[src/rtl/spi_stream_pkg.sv]
package spi_stream_pkg;

    // Bits per serial byte.
    localparam int BYTE_BITS = 8;

    // Engine sequencing states.
    typedef enum logic [2:0] {
        ST_IDLE,   // waiting for start
        ST_LEAD,   // chip select low, before first edge
        ST_REQ,    // waiting on the byte supplier
        ST_SHIFT,  // clocking one byte
        ST_TRAIL,  // after last edge, chip select still low
        ST_GAP     // chip select high, minimum deselect time
    } eng_state_t;

    // Next state once a byte has fully shifted.
    function automatic eng_state_t after_byte(input logic tx_more, input logic rx_more);
        if (tx_more)
            return ST_REQ;
        else if (rx_more)
            return ST_SHIFT;
        return ST_TRAIL;
    endfunction

endpackage

[src/rtl/spi_stream_tick.sv]
module spi_stream_tick #(
    parameter int DIV_W = 8
) (
    input  logic             clk,
    input  logic             rst,
    input  logic             run,
    input  logic [DIV_W-1:0] half_div,
    output logic             tick
);
    logic [DIV_W-1:0] cnt;
    logic [DIV_W-1:0] limit;

    // A zero divisor is treated as one cycle per half period.
    assign limit = (half_div == '0) ? DIV_W'(1) : half_div;
    assign tick  = run && (cnt == limit - DIV_W'(1));

    always_ff @(posedge clk) begin
        if (rst || !run || tick)
            cnt <= '0;
        else
            cnt <= cnt + DIV_W'(1);
    end
endmodule

[src/rtl/spi_stream_shift.sv]
module spi_stream_shift #(
    parameter int W = 8
) (
    input  logic         clk,
    input  logic         rst,
    input  logic         load,
    input  logic [W-1:0] load_val,
    input  logic         rise,
    input  logic         fall,
    input  logic         miso,
    output logic         mosi,
    output logic [W-1:0] rx_word
);
    logic [W-1:0] tx_sh;
    logic [W-1:0] rx_sh;

    always_ff @(posedge clk) begin
        if (rst)
            tx_sh <= '0;
        else if (load)
            tx_sh <= load_val;
        else if (fall)
            tx_sh <= {tx_sh[W-2:0], 1'b0};
    end

    always_ff @(posedge clk) begin
        if (rst)
            rx_sh <= '0;
        else if (rise)
            rx_sh <= {rx_sh[W-2:0], miso};
    end

    assign mosi    = tx_sh[W-1];
    assign rx_word = rx_sh;
endmodule

[src/rtl/spi_stream_engine.sv]
module spi_stream_engine
    import spi_stream_pkg::*;
#(
    parameter int DIV_W = 8,
    parameter int CNT_W = 12
) (
    input  logic                 clk,
    input  logic                 rst,
    input  logic [DIV_W-1:0]     half_div,
    input  logic                 start,
    input  logic [CNT_W-1:0]     tx_count,
    input  logic [CNT_W-1:0]     rx_count,
    output logic                 tx_req,
    input  logic [BYTE_BITS-1:0] tx_byte,
    input  logic                 tx_valid,
    output logic [BYTE_BITS-1:0] rx_byte,
    output logic                 rx_valid,
    output logic                 idle,
    output logic                 sclk,
    output logic                 cs_n,
    output logic                 mosi,
    input  logic                 miso
);
    localparam int BW    = BYTE_BITS;
    localparam int IDX_W = $clog2(BW);

    eng_state_t      state;
    logic [CNT_W-1:0] tx_left, rx_left;
    logic [IDX_W-1:0] bit_cnt;
    logic            sclk_r, cs_n_r, idle_r, cur_rx, rx_valid_r;
    logic [BW-1:0]   rx_byte_r, load_val, rx_word;
    logic            run, tick, rise, fall, last_fall, load, begin_rx;

    assign run = (state == ST_LEAD) || (state == ST_SHIFT) ||
                 (state == ST_TRAIL) || (state == ST_GAP);

    spi_stream_tick #(.DIV_W(DIV_W)) u_tick (
        .clk      (clk),
        .rst      (rst),
        .run      (run),
        .half_div (half_div),
        .tick     (tick)
    );

    assign rise      = tick && (state == ST_SHIFT) && !sclk_r;
    assign fall      = tick && (state == ST_SHIFT) && sclk_r;
    assign last_fall = fall && (bit_cnt == IDX_W'(BW - 1));

    // A receive byte starts once the transmit bytes are used up.
    always_comb begin
        begin_rx = 1'b0;
        if ((state == ST_LEAD && tick) || last_fall)
            begin_rx = (tx_left == '0) && (rx_left != '0);
    end

    assign load     = begin_rx || (state == ST_REQ && tx_valid);
    assign load_val = (state == ST_REQ) ? tx_byte : '0;

    spi_stream_shift #(.W(BW)) u_shift (
        .clk      (clk),
        .rst      (rst),
        .load     (load),
        .load_val (load_val),
        .rise     (rise),
        .fall     (fall),
        .miso     (miso),
        .mosi     (mosi),
        .rx_word  (rx_word)
    );

    always_ff @(posedge clk) begin
        if (rst) begin
            state      <= ST_IDLE;
            sclk_r     <= 1'b0;
            cs_n_r     <= 1'b1;
            idle_r     <= 1'b1;
            tx_left    <= '0;
            rx_left    <= '0;
            bit_cnt    <= '0;
            cur_rx     <= 1'b0;
            rx_valid_r <= 1'b0;
            rx_byte_r  <= '0;
        end else begin
            rx_valid_r <= 1'b0;
            if (rise)
                sclk_r <= 1'b1;
            if (fall) begin
                sclk_r  <= 1'b0;
                bit_cnt <= bit_cnt + IDX_W'(1);
            end
            if (last_fall && cur_rx) begin
                rx_valid_r <= 1'b1;
                rx_byte_r  <= rx_word;
            end
            if (begin_rx) begin
                rx_left <= rx_left - CNT_W'(1);
                cur_rx  <= 1'b1;
            end
            unique case (state)
                ST_IDLE: begin
                    if (start && (tx_count != '0 || rx_count != '0)) begin
                        tx_left <= tx_count;
                        rx_left <= rx_count;
                        cs_n_r  <= 1'b0;
                        idle_r  <= 1'b0;
                        bit_cnt <= '0;
                        state   <= ST_LEAD;
                    end
                end
                ST_LEAD: begin
                    if (tick)
                        state <= (tx_left != '0) ? ST_REQ : ST_SHIFT;
                end
                ST_REQ: begin
                    if (tx_valid) begin
                        tx_left <= tx_left - CNT_W'(1);
                        cur_rx  <= 1'b0;
                        state   <= ST_SHIFT;
                    end
                end
                ST_SHIFT: begin
                    if (last_fall)
                        state <= after_byte(tx_left != '0, rx_left != '0);
                end
                ST_TRAIL: begin
                    if (tick) begin
                        cs_n_r <= 1'b1;
                        state  <= ST_GAP;
                    end
                end
                ST_GAP: begin
                    if (tick) begin
                        idle_r <= 1'b1;
                        state  <= ST_IDLE;
                    end
                end
                default: state <= ST_IDLE;
            endcase
        end
    end

    assign tx_req   = (state == ST_REQ);
    assign rx_byte  = rx_byte_r;
    assign rx_valid = rx_valid_r;
    assign idle     = idle_r;
    assign sclk     = sclk_r;
    assign cs_n     = cs_n_r;
endmodule

[config.mk]
export PLATFORM = sky130hd
export DESIGN_NAME = spi_stream_engine
export DESIGN_NICKNAME = d
export VERILOG_FILES = /design/src/rtl/spi_stream_pkg.sv /design/src/rtl/spi_stream_tick.sv /design/src/rtl/spi_stream_shift.sv /design/src/rtl/spi_stream_engine.sv
export SDC_FILE = /design/constraint.sdc
export NUM_CORES = 1
export LEC_CHECK = 0
export BUFFER_PORTS_ARGS = -buffer_cell sky130_fd_sc_hd__clkbuf_2
export CAP_MARGIN = 15
export CORE_MARGIN = 2
export CORE_UTILIZATION = 35
export CTS_CLUSTER_DIAMETER = 30
export CTS_CLUSTER_SIZE = 12
export DETAILED_ROUTE_END_ITERATION = 10
export PLACE_DENSITY = 0.62
export SLEW_MARGIN = 20
export SYNTH_ARGS = -nofsm -noshare
export SYNTH_HDL_FRONTEND = slang
export SYNTH_HIERARCHICAL = 1
export SYNTH_SLANG_ARGS = --single-unit
[constraint.sdc]
create_clock -name clk -period 4.6 [get_ports clk]
set_input_delay 0.23 -clock clk [delete_from_list [all_inputs] [get_ports clk]]
set_output_delay 0.23 -clock clk [all_outputs]
set_load 0.02 [all_outputs]
; Yosys cells after proc, flatten, opt, wreduce, memory -nomap -nowiden
; Index checks and enable logic that the tools add are counted.
[totals]
wordCells = 105
in_bits = 45
output_inout_bits = 14
regBits = 67
[classes]
muxes = 38
n_addsub = 5
n_reduce_logical = 36
eq_ne = 13
[ops]
columns = cell, n
row1 = 2-to-1 mux 12 bit, 5
row2 = nonzero test 12 bit, 4
row3 = 2-to-1 mux 3 bit, 12
row4 = 2-to-1 mux 8 bit, 4
row5 = one-hot mux 12 bit (2 select lines), 1
row6 = "subtractor 12 x 1 -> 12 bit, second input constant", 2
row7 = one-hot mux 3 bit (6 select lines), 1
row8 = 2-to-1 mux 1 bit, 13
row9 = zero test 12 bit, 1
row10 = logical AND 1 bit, 10
row11 = "!= test 2 bit, second input constant", 5
row12 = "equality test 3 bit, second input constant", 3
row13 = AND reduction 3 bit, 3
row14 = "adder 8 x 1 -> 8 bit, second input constant", 1
row15 = equality test 8 bit, 1
row16 = zero test 8 bit, 1
row17 = logical OR 1 bit, 8
row18 = nonzero test 2 bit, 4
row19 = "subtractor 8 x 1 -> 8 bit, second input constant", 1
row20 = "equality test 3 x 2 -> 1 bit, second input constant", 2
row21 = AND reduction 6 bit, 1
row22 = one-hot mux 1 bit (2 select lines), 2
row23 = "adder 3 x 1 -> 3 bit, second input constant", 1
row24 = "equality test 3 x 1 -> 1 bit, second input constant", 1
row25 = 4 further kinds, 5

; Depth between registers and ports, before layout
; Gate-level depths: netlist of run 1.
[logic_depth]
depth_word = 14
depth_mapped = 16
depth_no_buf = 14

; Cells and area by module
; The synthesis of run 1 kept the hierarchy.
[by_module_without_submodules]
columns = mod, seq_area_each_um2, area_each_um2, instances, cells_per_inst
row1 = spi_stream_engine, 860.8, 2522.4, 1, 319
row2 = spi_stream_tick, 160.2, 658.1, 1, 78
row3 = spi_stream_shift, 320.3, 653.1, 1, 61

; Worst setup path before layout of run 1
; OpenSTA, ideal clock, no wires.
[synth_timing]
path_type = input to register
start = input port half_div[2]
end = register rx_left[7]
path_stages = 13
path_slack_ns = 1.172
path_buffers = 1
required_ns = 4.509
setup_time_ns = 0.091
t_arrival_ns = 3.338
path_cell_list = buf_6 -> nor4_1 -> a31oi_1 -> ha_1 -> xor2_1 -> nand4b_2 -> nor4_4 -> and2_1 -> nand2_1 -> nor4_4 -> nand3_2 -> or4_1 -> a311oi_1
[synth_between]
elab_chain_cells = 13
elab_cells_between_ends = 14
classes_between = 1 x add/sub / 1 x eq/ne / 5 x mux / 7 x reduce/logical
[synth_lines]
columns = item, line_no
row1 = from (decl), spi_stream_engine.sv:9  ; input logic [DIV_W-1:0] half_div,
row2 = zero test 8 bit, spi_stream_tick.sv:14  ; assign limit = (half_div == '0) ? DIV_W'(1) : half_div;
row3 = 2-to-1 mux 8 bit (*), spi_stream_tick.sv:14
row4 = subtractor 8 x 1 -> 8 bit (*), spi_stream_tick.sv:15  ; assign tick = run && (cnt == limit - DIV_W'(1));
row5 = equality test 8 bit (*), spi_stream_tick.sv:15
row6 = logical AND 1 bit (*), spi_stream_tick.sv:15
row7 = net tick, spi_stream_engine.sv:32  ; logic run, tick, rise, fall, last_fall, load, begin_rx;
row8 = logical AND 1 bit (2 in series), spi_stream_engine.sv:46  ; assign fall = tick && (state == ST_SHIFT) && sclk_r;
row9 = logical AND 1 bit, spi_stream_engine.sv:47  ; assign last_fall = fall && (bit_cnt == IDX_W'(BW - 1));
row10 = logical OR 1 bit (*), spi_stream_engine.sv:52  ; if ((state == ST_LEAD && tick) || last_fall)
row11 = 2-to-1 mux 1 bit (*), spi_stream_engine.sv:52
row12 = 2-to-1 mux 12 bit (*), spi_stream_engine.sv:95  ; if (begin_rx) begin
row13 = 2-to-1 mux 12 bit, spi_stream_engine.sv:101  ; if (start && (tx_count != '0 || rx_count != '0)) begin
row14 = 2-to-1 mux 12 bit (*), spi_stream_engine.sv:99  ; unique case (state)
row15 = to (signal assigned), spi_stream_engine.sv:96  ; rx_left <= rx_left - CNT_W'(1);
row16 = to (signal assigned), spi_stream_engine.sv:103  ; rx_left <= rx_count;
row17 = to (decl), spi_stream_engine.sv:28  ; logic [CNT_W-1:0] tx_left, rx_left;
; Mark *: on every way through the listed nets, which the timed path passes. The rest lies on a longest branch.
; A chain may end at the register's enable or synchronous reset.

; Worst setup path in the final report of run 1
[layout_timing]
start = input port half_div[2]
end = register u_shift.tx_sh[7]
[layout_between]
elab_chain_cells = 12
elab_cells_between_ends = 14
classes_between = 1 x add/sub / 1 x eq/ne / 3 x mux / 9 x reduce/logical
[layout_lines]
columns = item, line_no
row1 = zero test 8 bit, spi_stream_tick.sv:14
row2 = 2-to-1 mux 8 bit (*), spi_stream_tick.sv:14
row3 = subtractor 8 x 1 -> 8 bit (*), spi_stream_tick.sv:15
row4 = equality test 8 bit (*), spi_stream_tick.sv:15
row5 = logical AND 1 bit (*), spi_stream_tick.sv:15
row6 = net tick, spi_stream_engine.sv:32
row7 = logical AND 1 bit (2 in series), spi_stream_engine.sv:46
row8 = logical AND 1 bit, spi_stream_engine.sv:47
row9 = logical OR 1 bit (*), spi_stream_engine.sv:52
row10 = 2-to-1 mux 1 bit (*), spi_stream_engine.sv:52
row11 = logical OR 1 bit (*), spi_stream_engine.sv:56  ; assign load = begin_rx || (state == ST_REQ && tx_valid);
row12 = net load, spi_stream_engine.sv:32
row13 = 2-to-1 mux 8 bit or nonzero test 2 bit (tied branches), --
row14 = to (signal assigned), spi_stream_shift.sv:21  ; tx_sh <= load_val;
row15 = to (signal assigned), spi_stream_shift.sv:23  ; tx_sh <= {tx_sh[W-2:0], 1'b0};
row16 = to (decl), spi_stream_shift.sv:14  ; logic [W-1:0] tx_sh;
; Marks and branches as above.

==> results of run 1 <==
-- worst min-delay path: cells and delay by family --
kind	cells	cell delay, ns
simple gates	1	0.07
buf+inv	1	0.08
mux	1	0.06
-- layout make-up --
type	instances	share of cell area (%)
Clock buffer	9	2.82
Timing Repair Buffer	63	7.48
Clock inverter	7	1.85
Tap cell	140	3.99
Inverter	11	0.942
Sequential cell	67	30.6
Multi-Input combinational cell	346	52.3
-- state kept, by name, indices dropped and copies added, names as in the netlist --
signal	flops
u_shift/rx_word	8
bit_cnt	3
cs_n	1
state	3
sclk	1
rx_byte	8
u_shift/tx_sh	8
tx_left	12
u_tick/cnt	8
idle	1
cur_rx	1
rx_left	12
rx_valid	1
-- path summary, 6_finish.rpt --
check,from,to,slack [ns]
max,half_div[2],u_shift/tx_sh[7],0.91
min,miso,u_shift/rx_word[0],0.12
max reg2reg,state[2],u_shift/tx_sh[7],1.08
min reg2reg,tx_left[9],tx_left[9],0.47
-- synthesized netlist by cell type (5+ instances only) --
| master | instances |
|---|---|
| o22ai_1 | 5 |
| nor3_1 | 15 |
| nand3_1 | 12 |
| and2_1 | 12 |
| nor2_1 | 53 |
| ha_1 | 7 |
| o21ai_0 | 11 |
| nand4_1 | 5 |
| dfxtp_1 | 67 |
| mux2i_1 | 28 |
| nand2_1 | 31 |
| xor2_1 | 6 |
| nor2b_1 | 12 |
| inv_1 | 10 |
| a211oi_1 | 15 |
| buf_2 | 5 |
| nor4_1 | 10 |
| a21oi_1 | 25 |
| clkbuf_1 | 24 |
| o32ai_1 | 5 |
| or4_1 | 7 |
| or3_1 | 7 |
| xnor2_1 | 10 |
-- kinds of logic after synthesis --
logic type	after synthesis	share of synthesized area, %
AO/OA/AOI/OAI	106	19.9
AND/OR/NAND/NOR	189	26.7
multiplexers	28	7.31
buffers and inverters	45	5.16
adder cells (fa/ha/maj)	7	2.28
flip-flops	67	35.0
XOR/XNOR	16	3.66
-- power breakdown --
part	switching (uW)	internal [uW]
Sequential	28.7	605
Clock	252	260
Combinational	140	94.2
-- metrics by stage --
| step | hold WS, ns | utilization (%) | std cells | cell area [sq um] | total power [uW] |
|---|---|---|---|---|---|
| after detailed placement | 0.456 | 38.9 | 627 | 4180 | 877 |
| after global placement | 0.452 | 38.9 | 627 | 4180 | 872 |
| after CTS | 0.106 | 40.8 | 643 | 4390 | 1400 |
| final | 0.121 | 40.8 | 643 | 4390 | 1380 |
| after global routing | 0.108 | 40.8 | 643 | 4390 | 1450 |
| after floorplan | 0.366 | - | 458 | 3830 | 810 |
-- metal layers --
layer | part of all wire (%) | GRT usage [%]
met3 | 5.8 | 4.30
met5 | 0 | 0
met1 | 45 | 21.3
met2 | 47 | 27.0
met4 | 2.0 | 5.49
==> impl_summary.md, run 1 <==
Clock tree
Buffers added to address setup during post-CTS repair amount to 0. After clock tree synthesis, the clock-pin slew on the worst setup and hold paths is 0.08 ns. The number of clock buffers added by TritonCTS is 9. The number of sinks driven by the clock tree is 67. The post-cts repair resize count is 0. The total number of H-tree levels is 3. The clock latency on the worst-skew pair is 0.35 ns.

Hold repair after CTS inserted 0 buffers. TritonCTS built the clock tree. The maximum root-to-sink buffer count is 2. CTS placed an instance of clkbuf_8 at the clock tree root.

Critical path
Among the stages of the critical path, the cell type that occurs most often is nand2_1. The critical path capture point type is a flop. Broken down by cell family, the worst path's largest delay share belongs to simple AND/OR/NAND/NOR gates.

For the worst flop-to-flop path, the logic depth is 13. Traced cell by cell, the critical path runs through clkbuf_2, nor4_1, a31oi_1, ha_1, nand2_1, o31ai_1, nand4b_2, nor4_4, buf_4, and2_1, nand2_1, nor4_4, nand3_2, nand2_1, inv_1, a211oi_1. The slowest stage of the critical path belongs to the cell nor4_4. The worst setup path is of the in2reg kind. The critical path crosses 16 cells after its start point. The largest fanout of any net on the critical path is 13. The count of buffer and inverter cells on the critical path is 3.

Data on the critical path is required at its endpoint by 4.86 ns. The data arrival time of the worst path is 3.95 ns. In this design, the stage delay of the slowest critical-path cell is between 0.3 and 0.4 ns. The category of the worst setup path launch point is an input pin.

Timing
Counting I/O delays and the setup requirement, the final critical path takes between 3 and 4 ns. The share of the clock period used by the worst path is roughly 80%. In this run the tightest slew margin relative to its limit is a little under three fifths. For the pin with the worst max-slew slack, the measured transition is 0.640 ns.

Setup total negative slack on the finished layout was measured at 0 ns. Based on the critical path, the design can be clocked at up to between 200 and 300 MHz. On the final layout, the worst clock skew is 0.0105 ns.

Setup slack on the critical path of the routed design comes to between 0.9 and 1 ns. The total count of max-transition violations in the final report came to 0. The final hold violation count is 0. Setup violations remaining at the end of the flow were counted as 0.

Setup repair after global routing left no endpoint under its margin.

Floorplanning
The die width is between 100 and 150 microns. The number of top-level design ports is a little under 60. The total core area is 10700 sq um. The total die area is 11800 sq um. The die is 109 microns tall. The row count is 38.

For this configuration, the core starts out at a cell density of about 36%.

Global route
Global routing finished with a remaining overflow of 0. The via count of the first global-routing pass is about 3.3k. The initial antenna violation count is 0.

The first global-routing pass estimated between 15 and 20 mm of wire. Entering global routing, the biggest net connects around 60 pins. In the global route stage, overall resource usage came out at around 17%.

Worst hold path
The cell depth of the worst min-delay path is 3. The tightest min-delay check is of the in2reg type.

Finish
The combined area of the multi-input logic cells is about 2300 sq um. The number of nets in the layout is 550. The share of cells above drive strength 1 is about a fifth. In the layout the commonest cells are dfxtp_1 (67), clkbuf_2 (58), nor2_1 (53). The most common cell after layout, fill and taps aside is dfxtp_1.

Counting the fill cells in the layout gives about 1.1k. The area growth from synthesis to final layout is 14.4%. The area taken by flip-flops and latches is approximately 1300 sq um. The number of antenna diodes in the final layout is 0.

Synthesis
The count of cell types in the netlist is 67. Summing every instance area after synthesis gives 3830 sq um. During synthesis, Yosys emitted a total of 6 warnings.

The most common flop cell mapped by yosys is dfxtp_1. Synthesis produced a netlist with a net count of 510. Summed over all instances, the cell type with the most area after synthesis is dfxtp_1. The synthesized instance count is about 460. The share of flip-flops with an asynchronous set or reset after synthesis is 0%. The number of register bits inferred by synthesis is 67. In the post-synthesis netlist, the biggest area contributors are dfxtp_1 (35%), mux2i_1 (7.3%), nor2_1 (5.2%). For this run, the register share of the synthesized area comes to 35.0%.

In this run, synthesis inferred 0 flip-flops with an integrated enable. The fraction of post-synthesis cell area in the top cell type by area is roughly a third. The per-instance average area after synthesis is between 8 and 9 sq um.

Pwr
The power per cell area is around 310 nW/um^2. The static leakage power is ~0.0017 uW. IR analysis of the VDD net gives a maximum drop of between 0.00015 and 0.0002 V.

Drt
For this block, the via count after detailed routing is 3546. The violation count after the first detailed-route iteration is 231. The number of optimization iterations in the first detailed-route pass is 5. The detail route stage leaves a number of antenna-violating nets equal to 0. The routed via count divided by cell count is roughly 5.5. The average detailed-routed wire length per instance is around 15 microns. The total DRC errors in the routed layout is 0. The routed wire length is roughly 9.4 mm.

Run status
The flow ran to the end, and the final reports show no timing, DRC or antenna violations.

Placed design
The count of buffers inserted at the top-level ports is 58. The congestion estimate from routability-driven global placement came to about 0.80. The pre-CTS worst setup slack is 0.637 ns.

Summed over all nets, the half-perimeter wirelength after detailed placement is about 6.7 mm.

Job
The count of max-cap constraint violations is 0.
(Power assumes the default switching activity.)
==> inputs of run 2 (changes only) <==
==> constraint.sdc (replaced) <==
create_clock -name clk -period 3.6 [get_ports clk]
set_input_delay 0.18 -clock clk [delete_from_list [all_inputs] [get_ports clk]]
set_output_delay 0.18 -clock clk [all_outputs]
set_load 0.02 [all_outputs]
==> run 2 against run 1 <==
Effect of this change: clock-buffer cell count rose by 2; clock power rose by 34%; die area did not move; sequential power rose by 28%; highest routed layer unchanged; power rose by 30%; via count fell by 2.0%; clock skew rose by 0.0036 ns; sequential share of layout area fell by 0.54 points; combinational power rose by 29%; largest cell class unchanged; cell count rose by 1.2%.
==> impl_summary.md, run 2 (synthesis results as in run 1) <==
Finish
The final cell utilization of the core is 41.5%. The antenna cell count is 0. The share of cells above drive strength 1 is between 20 and 25%.

In the layout the commonest cells are dfxtp_1 (67), clkbuf_2 (58), nor2_1 (53). Relative to the synthesized area, the layout overhead comes to 16.4%. The library cell used most frequently in the layout, excluding fill and tap cells, is dfxtp_1.

For this run, the post-layout net count is between 500 and 600. The largest registers in the layout are rx_left: 12 flops, tx_left: 12 flops.

Timing
The final clock skew is around 0.014 ns. The final hold violation count is 0. The total setup violations reported at the end of the flow is 0. The shortest clock period the worst path allows after layout is a little over 3 ns.

The share of the clock period used by the worst path is between 80 and 90%. The sum of negative setup slack is 0 ns. The total count of max-transition violations in the final report is 0.

The tightest slew margin relative to the limit is approximately 55%. At the pin with the least slew margin, the transition time is between 0.6 and 0.7 ns. Based on the critical path, the design can be clocked at up to 325 MHz.

Setup repair after global routing left no endpoint under its margin.

Clock tree
The clock reaches the later pin of the worst-skew pair after around 0.34 ns. TritonCTS built the clock tree. The number of clock buffers inserted by TritonCTS is 9.

After clock tree synthesis, the clock-pin slew on the worst setup and hold paths is roughly 0.070 ns. Gates resized during post-CTS repair numbered 0. The CTS root buffer is clkbuf_8. The total number of H-tree levels is 3. Buffers added to address setup during post-CTS repair amount to 0. The number of sinks driven by the clock tree is 67. The number of hold buffers added after CTS was 0. The clock passes through at most 2 buffers.

Critical path
The count of buffer and inverter cells on the critical path is 2. The largest stage delay on the critical path is roughly 0.37 ns. The critical path crosses 14 cells after its start point. Data on the critical path arrives at its endpoint at 3.32 ns. The critical path goes through clkbuf_2, nor4_1, a31oi_1, ha_1, xor2_1, nand4b_2, nor4_4, and2_1, nand2_1, nor4_4, nand3_2, nand2_1, inv_1, a211oi_1.

The logic depth of the worst register-to-register path is 12. STA puts the critical path data required time at between 3 and 4 ns. Among all stages on the critical path, the largest delay is contributed by nor4_1. Of all nets on the critical path, the largest fanout is 10. The reg-to-reg critical path startpoint is state[0]. The register-to-register path setup slack is about 0.62 ns.

The critical path capture point type is a flop. The category of the worst setup path launch point is an input pin. The reg-to-reg critical path endpoint is u_shift/tx_sh[6]. The cell class contributing the biggest share of worst-path delay is simple AND/OR/NAND/NOR gates. By startpoint and endpoint, the worst setup path is classified as in2reg.

Global route
The global-route usage over all layers is roughly 16%. The first-pass GRT wire length is approximately 15 mm. The initial antenna violation count came to 0.

The sum of overflow across all layers after global routing is 0. The via count of the first global-routing pass is about 3.2k. The largest net degree at the start of global routing is 33.

Floorplanning
The total core area is ~11000 sq um. Once the floorplan was initialized, standard cells occupied 35.7% of the core. From left edge to right edge, the die measures between 100 and 150 microns. The total die area is around 12000 sq um. Measured along the y axis, the die boundary spans between 100 and 150 microns. 59 I/O pins were placed. After floorplanning, the core was divided into 38 placement rows.

Drt
After detailed routing, the average wire length per cell comes to between 10 and 15 microns. For this block, the via count after detailed routing is ~3.5k. The detail route stage leaves a number of antenna-violating nets equal to 0. The violation count after the first detailed-route iteration is 164. The number of optimization iterations in the first detailed-route pass is 4. The total DRC errors in the routed layout is 0. Using the TritonRoute via totals, the vias-per-cell ratio works out to between 5 and 6. The routed wire length is a little over 9 mm.

Run status
The run finished with clean final reports.

Placed design
At the end of routability-driven placement, the weighted congestion stood at 0.795. The count of buffers inserted at the top-level ports is 58. The placed wire-length estimate is around 6.8 mm.

Pwr
The analysis attributes to cell leakage a power of 0.00178 uW. The maximum VDD drop is roughly 0.00021 V. The power per cell area is 402 nW/um^2.

Worst hold path
The worst hold path begins at rx_count[1]. The path class of the lowest-slack min-delay path is in2reg. The end point of the most critical hold path is rx_left[1].

Counting instances, the worst hold path has a depth of 3.

Job
The count of max-cap constraint violations is 0.
[run 2: how the worst max path moves through the flow]
stage | from | to | slack (ns)
2_1_floorplan | half_div[2] | rx_left[7] | 0.22
3_3_place_gp | half_div[3] | rx_left[9] | 0.28
3_5_place_dp | half_div[3] | u_shift/tx_sh[6] | 0.16
4_1_cts | half_div[3] | u_shift/tx_sh[6] | 0.51
5_1_grt | half_div[3] | u_shift/tx_sh[6] | 0.20
6_report | half_div[3] | u_shift/tx_sh[6] | 0.52
[run 2: worst reg2reg max path: cells and delay by family (launching register included)]
family,cells,cell delay [ns]
buffers and inverters,1,0.22
AOI/OAI and AO/OA,3,0.57
and+or+nand+nor,8,1.61
DFF,1,0.50
[run 2: report_power, final]
group          switching (uW)  internal (uW)  leakage [uW]
Sequential               36.1            773      0.000545
Clock                     280            405      0.000102
Combinational             178            123       0.00113
[run 2: per-stage QoR]
stage / total power, uW / hold slack (ns) / setup WS [ns] / cell area, sq um / cells
2_1_floorplan: 1040 / 0.316 / 0.222 / 3830 / 458
3_3_place_gp: 1120 / 0.424 / 0.283 / 4250 / 636
3_5_place_dp: 1120 / 0.441 / 0.156 / 4250 / 636
4_1_cts: 1820 / 0.0796 / 0.512 / 4460 / 651
5_1_grt: 1890 / 0.0829 / 0.202 / 4460 / 651
6_report: 1800 / 0.0864 / 0.519 / 4460 / 651
[run 2: layout make-up]
cell class	instances	area [sq um]
inverter	11	41.3
sequential	67	1340
tap	140	175
multi-input combinational	346	2290
fill	1095	6280
clock inverter	4	75.1
timing repair buffer	72	395
clock buffer	11	141
[run 2: metal layers]
layer  GRT usage, %  wire (microns)
met3           4.00             480
met5              0               0
met2           25.6            4270
met1           21.1            4310
met4           4.21             107
==> inputs of run 3 (changes only) <==
--- a/config.mk
+++ b/config.mk
@@ -8,11 +8,11 @@
 export BUFFER_PORTS_ARGS = -buffer_cell sky130_fd_sc_hd__clkbuf_2
 export CAP_MARGIN = 15
 export CORE_MARGIN = 2
-export CORE_UTILIZATION = 35
+export CORE_UTILIZATION = 57
 export CTS_CLUSTER_DIAMETER = 30
 export CTS_CLUSTER_SIZE = 12
 export DETAILED_ROUTE_END_ITERATION = 10
-export PLACE_DENSITY = 0.62
+export PLACE_DENSITY = 0.88
 export SLEW_MARGIN = 20
 export SYNTH_ARGS = -nofsm -noshare
 export SYNTH_HDL_FRONTEND = slang
==> run 3 against run 2 <==
Effect of this change: routed wire length decreased by 2.7%; sequential cell count unchanged; utilization increased by 26 points; clock-buffer cell count fell by 2; worst hold slack worse by 0.023 ns; fmax is 3.2% lower; clock power down 5.1%; register-to-register slack got worse by 0.09 ns; highest routed layer unchanged.
==> impl_summary.md, run 3 (synthesis results as in run 1) <==
Pwr
The switching fraction of total power is a little under a third. The cell internal power dissipation is ~1200 uW. The relative contribution of the clock network to total power is between 30 and 40%. The combinational cell fraction of total power is about 17%.

IR analysis of the VDD net gives a maximum drop of 0.000290 V. For this design the static power due to leakage is 0.00177 uW. Per report_power, the sequential group accounts for between 40 and 50% of the total. The power per cell area is 404 nW/um^2. The power spent charging and discharging nets is about 540 uW.

Critical path
In this run the register-to-register setup slack is between 0.5 and 0.6 ns. Together, buffers and inverters on the worst path number 2. The kind of critical path is in2reg. The worst register-to-register path begins at state[2]. The most numerous cell type found on the critical path is nor4_4. The slowest stage cell on the critical path is nor4_1. The largest fanout of any net on the critical path is 8. The worst setup path is captured at a flop.

Counting cells, the worst reg-to-reg path comes to 12. The largest stage delay on the critical path is 0.41 ns. The reg-to-reg critical path endpoint is rx_left[8].

The category of the worst setup path launch point is an input pin. The cell class contributing the biggest share of worst-path delay is simple AND/OR/NAND/NOR gates. The data arrival time of the worst path is between 3 and 4 ns. Data on the critical path is required at its endpoint by roughly 3.8 ns. Walking the worst path, the cells encountered are clkbuf_2, nor4_1, a31oi_1, ha_1, xor2_1, nor2_1, a211oi_1, nor4_4, and2_1, nand2_1, nor4_4, nand3_2, buf_4, or3_1, a311oi_1.

Floorplanning
For this configuration, the core starts out at a cell density of about three fifths. For this design the top-level I/O count stands at approximately 60. The die width is between 80 and 90 microns. The die covers 7400 sq um. The floorplan step set the die height to approximately 86 microns. The total core area is 6420 sq um. In this run the core area contains 29 standard-cell rows.

Timing
The final hold violation count is 0. The sum of negative setup slack is 0 ns. Setup repair after global routing left no endpoint under its margin. The final clock skew is ~0.0086 ns. Timing would allow up to about 310 MHz.

The total count of max-transition violations in the final report came to 0. Setup slack closes at ~0.42 ns. The transition time at the pin with the least slew margin is 0.896 ns. Dividing the final minimum period by the clock period gives between 80% and 90%. The worst-case hold slack is 0.0635 ns. Setup violations remaining at the end of the flow were counted as 0. The shortest clock period the worst path allows after layout is approximately 3.2 ns.

Measured against its own limit, the worst slew margin works out to 40.2%.

Finish
The number of nets in the layout is between 500 and 600. The area growth from synthesis to final layout is 13.9%. The repair_antennas step left the layout with diodes totalling 0. Cells with a size suffix above 1 make up about a fifth of the layout. The sequential cells in the finished layout cover a total of 1340 sq um. In the final layout, the registers with the most flip-flops are rx_left: 12 flops, tx_left: 12 flops. The library cells used most frequently in the layout, excluding fill and tap cells, are dfxtp_1 (67), clkbuf_2 (58), nor2_1 (53).

In the final layout, the multi-input gates occupy ~2300 sq um. The total of fill cells in the finished design is roughly 520. The most common cell after layout, fill and taps aside is dfxtp_1.

Worst hold path
The startpoint of the worst hold path is rx_count[1]. Counting instances, the worst hold path has a depth of 3. The end point of the most critical hold path is rx_left[1]. The path class of the lowest-slack min-delay path is in2reg.

Drt
The routed design has a little under 9 mm of wire. In the final routed layout, each cell accounts on average for about 15 microns. For this block, the initial DRC count from the detailed router was between 200 and 250.

The pre-antenna-repair detailed-routing pass consisted of 5 iterations. The total DRC errors in the routed layout is 0. The routed layout has between 3k and 4k vias. Using the TritonRoute via totals, the vias-per-cell ratio works out to between 6 and 7.

In this run the remaining antenna-violating nets after routing total 0.

Global route
The global-route track usage on met3 is under 10%. The largest net degree at the start of global routing is 45. met2 is the most crowded layer. The via count of the first global-routing pass is roughly 3.2k. The initial antenna violation count is 0. Global routing finished with a remaining overflow of 0.

The first-pass GRT wire length is approximately 15 mm. For this run, the total global-route usage over all layers was measured as about a quarter. The met1 usage in global routing is ~33%. The global routing met2 resource utilization is a little over 40%.

Placed design
Timing analysis after detailed placement gives a worst setup slack of 0.0760 ns. The global placer's final weighted congestion is roughly 0.9. The count of buffers inserted at the top-level ports is between 50 and 60. Once detailed placement completed, the half-perimeter wirelength came to 6.39 mm.

Clock tree
The post-CTS clock slew at the launch and capture registers of the worst setup and hold paths is approximately 0.080 ns. The H-tree was split into 3 levels. At the later pin of the worst-skew pair, clock insertion delay measures ~0.35 ns.

The post-cts repair resize count is 0. The number of sinks driven by the clock tree is 67. The CTS root buffer is clkbuf_8. In this run the deepest clock path goes through 2 buffers. The number of clock buffers inserted by TritonCTS is 9.

The post-CTS setup buffer count is 0. The number of hold buffers added after CTS was 0. The clock tree from TritonCTS is yes.

Job
Max-cap violations in this run came to 0.

Run status
The flow ran to the end, and the final reports show no timing, DRC or antenna violations.
[run 3: cell count changes in the layout (fill, tap and decap cells not counted), sizes merged]
cell and delta:
bufinv -1, inv +4, clkbuf -2, buf -1
[run 3: layer usage]
metal	vias up	share of wire [%]
met1	1667	44
met2	157	48
li1	1772	-
met3	17	7.0
met4	0	1.6
met5	-	0
[run 3: worst max-delay path by stage]
stage | start | endpoint | slack [ns] | cells after the start
6_report | half_div[2] | rx_left[8] | 0.42 | 15
5_1_grt | half_div[2] | u_shift/tx_sh[5] | 0.15 | 15
4_1_cts | half_div[2] | rx_left[8] | 0.44 | 15
3_5_place_dp | half_div[2] | rx_left[6] | 0.08 | 13
3_3_place_gp | half_div[2] | rx_left[8] | 0.21 | 15
2_1_floorplan | half_div[2] | rx_left[7] | 0.22 | 13
[run 3: cell type report]
type | count | area share, %
Clock buffer | 9 | 2.84
Clock inverter | 7 | 1.89
Inverter | 11 | 0.945
Multi-Input combinational cell | 346 | 52.5
Sequential cell | 67 | 30.7
Tap cell | 77 | 2.21
Timing Repair Buffer | 71 | 8.88
[run 3: worst min-delay path, delay by kind of cell]
family,cells,cell delay [ns]
simple gates,1,0.05
buf+inv,1,0.09
compound gates,1,0.05
[run 3: through the flow]
step / total power (uW) / cells / cell area (sq um) / utilization (%)
6_report: 1760 / 588 / 4370 / 68.0
5_1_grt: 1840 / 588 / 4370 / 68.0
4_1_cts: 1770 / 588 / 4370 / 68.0
3_5_place_dp: 1120 / 572 / 4160 / 64.8
3_3_place_gp: 1110 / 572 / 4160 / 64.8
2_1_floorplan: 1040 / 458 / 3830 / -
[run 3: power groups by stage]
stage                     registers [uW]  logic (uW)  clock network [uW]
after floorplan                      814         221                   0
after global placement               825         289                   0
after detailed placement             826         296                   0
after CTS                            809         299                 665
after global routing                 816         334                 694
final                                810         301                 651
